### config.mk
export PLATFORM = sky130hd
export DESIGN_NAME = periph_gate
export DESIGN_NICKNAME = d
export VERILOG_FILES = /design/src/rtl/pg_pkg.sv /design/src/rtl/pg_decode.sv /design/src/rtl/pg_cfg.sv /design/src/rtl/pg_resp.sv /design/src/rtl/periph_gate.sv
export SDC_FILE = /design/constraint.sdc
export NUM_CORES = 1
export LEC_CHECK = 0
export CORE_ASPECT_RATIO = 1.25
export CORE_MARGIN = 2
export CORE_UTILIZATION = 26
export DETAILED_ROUTE_END_ITERATION = 10
export GPL_ROUTABILITY_DRIVEN = 0
export PLACE_DENSITY = 0.85
export SETUP_SLACK_MARGIN = 0.05
export SYNTH_ARGS = -nofsm -noshare
export SYNTH_HDL_FRONTEND = slang
export SYNTH_SLANG_ARGS = --single-unit
### constraint.sdc
create_clock -name clk -period 1.29 [get_ports clk]
set_clock_uncertainty 0.2 [all_clocks]
set_input_delay 0.1935 -clock clk [delete_from_list [all_inputs] [get_ports clk]]
set_output_delay 0.1935 -clock clk [all_outputs]
set_load 0.02 [all_outputs]
### src/rtl/pg_pkg.sv
package pg_pkg;

  // Source of the data returned in the response cycle
  typedef enum logic [1:0] {
    SRC_NONE = 2'd0,
    SRC_DOWN = 2'd1,
    SRC_CFG  = 2'd2,
    SRC_ERR  = 2'd3
  } src_e;

  // Window number an address falls into (windows are 2**rsh wide)
  function automatic int unsigned win_index(input logic [31:0] addr, input int unsigned rsh);
    return int'(addr >> rsh);
  endfunction

  // Address of the disable register: first word after the last window
  function automatic int unsigned ctl_addr(input int unsigned nreg, input int unsigned rsh);
    return nreg << rsh;
  endfunction

endpackage

### src/rtl/pg_decode.sv
module pg_decode #(
  parameter int unsigned AW   = 12,
  parameter int unsigned NREG = 4,
  parameter int unsigned RSH  = 8
) (
  input  logic [AW-1:0]   addr,
  input  logic [NREG-1:0] dis,
  output logic [NREG-1:0] hit_win,
  output logic            hit_ctl,
  output logic            blocked
);
  localparam int unsigned CTL_A = pg_pkg::ctl_addr(NREG, RSH);

  logic [AW-1:0] win_no;
  assign win_no = addr >> RSH;

  for (genvar i = 0; i < NREG; i++) begin : g_win
    assign hit_win[i] = (win_no == AW'(i));
  end

  assign hit_ctl = (addr == AW'(CTL_A));
  assign blocked = !(hit_ctl || (|(hit_win & ~dis)));
endmodule

### src/rtl/pg_cfg.sv
module pg_cfg #(
  parameter int unsigned NREG = 4
) (
  input  logic            clk,
  input  logic            rst_n,
  input  logic            wr_en,
  input  logic [NREG-1:0] wr_bits,
  output logic [NREG-1:0] dis_q
);
  always_ff @(posedge clk or negedge rst_n) begin
    if (!rst_n)     dis_q <= '0;
    else if (wr_en) dis_q <= wr_bits;
  end
endmodule

### src/rtl/pg_resp.sv
module pg_resp #(
  parameter int unsigned DW   = 16,
  parameter int unsigned NREG = 4
) (
  input  logic            clk,
  input  logic            rst_n,
  input  logic            req,
  input  logic            blocked,
  input  logic            hit_ctl,
  input  logic [NREG-1:0] dis_q,
  input  logic [DW-1:0]   down_rdata,
  output logic            rsp_valid,
  output logic            rsp_err,
  output logic [DW-1:0]   rdata,
  output logic            fault
);
  import pg_pkg::*;

  src_e            src_q;
  logic [NREG-1:0] snap_q;

  always_ff @(posedge clk or negedge rst_n) begin
    if (!rst_n) begin
      src_q  <= SRC_NONE;
      snap_q <= '0;
    end else begin
      if (!req)         src_q <= SRC_NONE;
      else if (blocked) src_q <= SRC_ERR;
      else if (hit_ctl) src_q <= SRC_CFG;
      else              src_q <= SRC_DOWN;
      if (req && hit_ctl) snap_q <= dis_q;
    end
  end

  assign rsp_valid = (src_q != SRC_NONE);
  assign rsp_err   = (src_q == SRC_ERR);
  assign fault     = rsp_err;

  always_comb begin
    case (src_q)
      SRC_DOWN: rdata = down_rdata;
      SRC_CFG:  rdata = {{(DW-NREG){1'b0}}, snap_q};
      default:  rdata = '0;
    endcase
  end
endmodule

### src/rtl/periph_gate.sv
module periph_gate #(
  parameter int unsigned AW   = 12,
  parameter int unsigned DW   = 16,
  parameter int unsigned NREG = 4,
  parameter int unsigned RSH  = 8
) (
  input  logic          clk,
  input  logic          rst_n,
  input  logic          m_req,
  input  logic          m_we,
  input  logic [AW-1:0] m_addr,
  input  logic [DW-1:0] m_wdata,
  output logic          m_rsp_valid,
  output logic          m_rsp_err,
  output logic [DW-1:0] m_rdata,
  output logic          fault,
  output logic          s_req,
  output logic          s_we,
  output logic [AW-1:0] s_addr,
  output logic [DW-1:0] s_wdata,
  input  logic [DW-1:0] s_rdata
);
  logic [NREG-1:0] hit_win;
  logic            hit_ctl;
  logic            blocked;
  logic [NREG-1:0] dis_q;
  logic            ctl_wr;

  pg_decode #(.AW(AW), .NREG(NREG), .RSH(RSH)) u_dec (
    .addr(m_addr), .dis(dis_q), .hit_win(hit_win), .hit_ctl(hit_ctl), .blocked(blocked)
  );

  assign ctl_wr = m_req && m_we && hit_ctl;

  pg_cfg #(.NREG(NREG)) u_cfg (
    .clk(clk), .rst_n(rst_n), .wr_en(ctl_wr), .wr_bits(m_wdata[NREG-1:0]), .dis_q(dis_q)
  );

  assign s_req   = m_req && !blocked && !hit_ctl;
  assign s_we    = m_we;
  assign s_addr  = m_addr;
  assign s_wdata = m_wdata;

  pg_resp #(.DW(DW), .NREG(NREG)) u_rsp (
    .clk(clk), .rst_n(rst_n), .req(m_req), .blocked(blocked), .hit_ctl(hit_ctl),
    .dis_q(dis_q), .down_rdata(s_rdata), .rsp_valid(m_rsp_valid), .rsp_err(m_rsp_err),
    .rdata(m_rdata), .fault(fault)
  );
endmodule

* Word-level counts from Yosys, hierarchy flattened
Index checks and enable logic that the tools add are counted.
** Operators by class
- Mux-type cells :: 4
- Reduce and logical (&&, ||, !) cells :: 10
- Bitwise logic cells :: 2
- Equal/unequal tests :: 7
** Operators by type and width (number)
- one-hot mux 16 bit (2 select lines) :: 1
- equality test 12 x 11 -> 1 bit, second input constant :: 1
- zero test 12 bit :: 1
- equality test 4 x 2 -> 1 bit, second input constant :: 2
- two-way mux 2 bit :: 3
- logical AND 1 bit :: 5
- AND 4 bit :: 1
- equality test 2 bit, second input constant :: 2
- equality test 4 x 1 -> 1 bit, second input constant :: 1
- inverter 4 bit :: 1
- OR reduction 4 bit :: 1
- equality test 2 x 1 -> 1 bit, second input constant :: 1
- nonzero test 2 bit :: 1
- zero test 1 bit :: 1
- logical OR 1 bit :: 1
** Word-level totals
- Output and inout bits :: 49
- Logic and storage cells :: 26
- Bits of input ports :: 48
- Register bits :: 10

* Longest topological paths before layout
Gate-level depths: netlist (run 1).
- Word-level depth :: 6
- Mapped depth :: 4
- Mapped depth without buffers :: 4

* Cells and area by module
A second synthesis (run 1) with hierarchy kept.
** Second synthesis, totals
- Cell total of the unflattened synthesis :: 97
- Area, all modules :: 933.4 µm²
** By module, submodules not included
- pg_resp :: seq. area each 150.1 µm², area an instance 439.2 µm², cells each 43, times used 1
- periph_gate :: seq. area each 0.0 µm², area an instance 236.5 µm², cells each 31, times used 1
- pg_cfg :: seq. area each 100.1 µm², area an instance 145.1 µm², cells each 8, times used 1
- pg_decode :: seq. area each 0.0 µm², area an instance 112.6 µm², cells each 15, times used 1

* Least setup slack after synthesis (run 1)
OpenSTA, ideal clock, no wires.
- Path kind :: register to output
- Start point :: reg u_cfg.dis_q[1]
- End point :: out s_req
- Path slack :: -0.614 ns
- Arrival time :: 1.510 ns
- Stages on the path, launching flop included :: 3
- Buffers on the path :: 0
- Data required time :: 0.896 ns
- Cells stage by stage :: dfrtp_1 > mux4_1 > nor4_1
** On the way
- Cells in the longest elaborated chain, start to end :: 6
** RTL lines
- start, declared :: RTL line pg_cfg.sv:8 : output logic [NREG-1:0] dis_q
- start signal, assigned :: RTL line pg_cfg.sv:12 : else if (wr_en) dis_q <= wr_bits;
- inverter 4 bit :: RTL line pg_decode.sv:22 : assign blocked = !(hit_ctl || (|(hit_win & ~dis)));
- AND 4 bit :: RTL line pg_decode.sv:22
- OR reduction 4 bit :: RTL line pg_decode.sv:22
- logical OR 1 bit :: RTL line pg_decode.sv:22
- logical AND 1 bit (2 in a row) :: RTL line periph_gate.sv:39 : assign s_req = m_req && !blocked && !hit_ctl;
- end, declared :: RTL line periph_gate.sv:17 : output logic s_req,
No other way between the ends.

* Worst setup path in the final report (run 1)
- Start point :: reg u_cfg.dis_q[2]
- End point :: out s_req
The elaborated chain is that of the path after synthesis.

==> results of run 1 <==
how the worst max path moves through the flow:
stage,from,end,slack (ns),cells past startpoint
final,u_cfg.dis_q[2]$_DFFE_PN0P_,s_req,-0.58,3
after detailed placement,m_addr[8],s_req,-1.17,4
after global placement,m_addr[8],s_req,-1.14,4
after global routing,u_cfg.dis_q[2]$_DFFE_PN0P_,s_req,-0.62,3
after floorplan,u_cfg.dis_q[3]$_DFFE_PN0P_,s_req,-0.24,2
after CTS,u_cfg.dis_q[2]$_DFFE_PN0P_,s_req,-0.58,3
layer usage:
metal  vias to the layer above  global-route usage  share of wire  routed length (µm)
met3                        16              0.0519           0.11                 342
met4                         0              0.0672          0.047                 152
met1                       435               0.135           0.27                 866
met2                        73               0.317           0.58                1840
met5                         -                   0              0                   0
li1                        414                   -              -                   -
timing repair:
action / in CTS / in global routing
gates resized for setup: 224 / 19
buffers inserted: 11 / 6
hold buffers: 0 / 0
pin swaps: 10 / 7
setup endpoints to repair: 47 / 33
critical path: stages, from the launching register on:
cell and delay [ns]:
dfrtp_1 0.39, mux4_2 0.52, nor4_4 0.15, buf_4 0.18
logic make-up (layout without fill, tap and decap cells):
logic type / Yosys count / count (layout) / share of synthesized area
muxes: 9 / 9 / 0.128
adders and majority gates: 4 / 4 / 0.0550
DFF: 10 / 10 / 0.275
AOI/OAI and AO/OA: 5 / 5 / 0.0399
buffers and inverters: 35 / 108 / 0.268
and+or+nand+nor: 25 / 25 / 0.234
through the flow:
step	cells	worst slack [ns]
after detailed placement	181	-1.17
after CTS	196	-0.582
final	200	-0.575
after global routing	200	-0.622
after global placement	181	-1.14
after floorplan	88	-0.244
state kept, by name, indices dropped and copies added (netlist names):
signal	cells
u_rsp.src_q	2
u_rsp.snap_q	4
u_cfg.dis_q	4
power breakdown:
| part | total [mW] | internal, mW | leakage [nW] | switching (mW) |
|---|---|---|---|---|
| Clock | 0.387 | 0.268 | 0.0288 | 0.119 |
| Combinational | 0.508 | 0.290 | 0.766 | 0.218 |
| Sequential | 0.322 | 0.318 | 0.136 | 0.00382 |
| Total | 1.22 | 0.877 | 0.930 | 0.341 |
cells in the mapped netlist, drive strengths merged:
cell type	count
buf	30
nand4	2
a31oi	1
dfrtp	10
nor4	3
a22oi	4
mux2	8
nor2b	4
clkbuf	1
nor4b	1
and2	13
mux4	1
nor3	1
ha	4
inv	4
nor2	1
cell type report:
type                       count  area (µm²)
inverter                       4        20.0
tap                           39        48.8
multi-input combinational     43         588
fill                         291        1530
sequential                    10         250
clock buffer                   4        55.1
timing repair buffer         100         935
==> key figures, run 1 <==
Logic synthesis
  – Post-synth top area cell: dfrtp_1
  – Top cells by area, synth: dfrtp_1, buf_4, mux2_2, and2_1, ha_1
  – Sequential area share after synthesis: 0.275
  – Syn Inst Count: 88
  – Top cell type's share of synthesized area: 0.275
  – Post-Synthesis Net Count: 140
  – Netlist cell types: 17
  – Cell area after synthesis: 910 µm²
  – Synth Area per Inst: 10.3 µm²
  – FF+latch count, synth: 10
  – Total number of yosys warnings: 0

Clock network
  – CTS tree: yes
  – Later-pin clock latency in the skew report: 0.23 ns
  – Clk sinks: 10
  – H-tree depth: 1
  – Total CTS buffers: 3
  – Clk Tree Root Cell: clkbuf_8
  – Max Root-Sink Buffers: 2
  – Worst-path clk slew: 0.05 ns

Place
  – HPWL Detailed: 2.39 mm
  – Post-placement cell area: 1680 µm²
  – Number of port buffers: 72

Power
  – Maximum vdd drop: 0.544 mV
  – Pwr Density: 642 nW/µm²
  – Tot Pwr: 1.22 mW
  – Leakage: 0.930 nW

Routing
  – Detailed-router iteration count before antenna repair: 4
  – DRC: 0
  – Post-route ant nets: 0
  – Drt wl/cell: 16.0 µm
  – DR iter-0 viols: 25
  – DR vias/cell: 4.69
  – Total Wirelength: 3.20 mm
  – Vias: 938

Floorplanning
  – Die height: 70.1 µm
  – IO Count: 97
  – Core Box Area: 3420 µm²
  – FP Rows: 24
  – Die width: 56.9 µm
  – Die ar.: 3990 µm²
  – Initial Util: 0.266

Outcome
  – Outcome: finished, violations left
  – Failing checks: negative setup slack

Cells and area
  – Most frequent cells in the layout: buf_6, buf_4, clkdlybuf4s50_1
  – Utilization after layout: 0.554
  – Commonest non-fill, non-tap cell in the layout: buf_6
  – Layout cells sized above 1: 0.708
  – ANT cells: 0
  – Net count, final: 214
  – Area grow syn2layout: 109%
  – Post-route cell area: 1900 µm²

Job
  – Max-cap violations: 0

Critical path
  – Reg-to-Reg Start: u_cfg.dis_q[2]$_DFFE_PN0P_
  – Worst Path Required: 0.90 ns
  – R2R cell count: 3
  – Setup crit start kind: flop
  – Worst-path maximum fanout: 2
  – R2R Path End: u_rsp.src_q[1]$_DFF_PN0_
  – Worst Path Class, Setup: reg -> out
  – Data arrival, critical path: 1.47 ns
  – Setup crit end kind: output pin
  – Flop-to-flop setup slack: -0.16 ns

STA
  – Final number of setup-violating endpoints: 29
  – Final hold violation count: 0
  – Max-slew violations: 0
  – Least-Margin Pin Slew: 0.470 ns
  – Setup TNS: -8.27 ns
  – Max frequency: 536 MHz
  – Final worst path period share: 1.45
  – RSZ-0062 raised after global routing: yes
  – Setup WS post-layout: -0.575 ns
  – Relative slew slack: 0.686
  – Period minus WS final: 1.87 ns
  – Hold slack: 0.0830 ns

GRT
  – Antenna violations before repair: 0
  – Grt ovf: 0
  – First-pass GRT wire length: 4.91 mm
  – Vias in the first global route: 990
  – All-Layer GR Usage: 0.158
  – Largest net degree at the start of global routing: 11

Worst hold path
  – Min-Delay Path Class: in -> async
No activity file was read; power rests on OpenSTA's default activity.
==> run 2: changes to the inputs <==
- CTS_CLUSTER_SIZE: not set -> 10
==> results of run 2 <==
No change in the layout: final DEF, timing and power equal those of run 1.
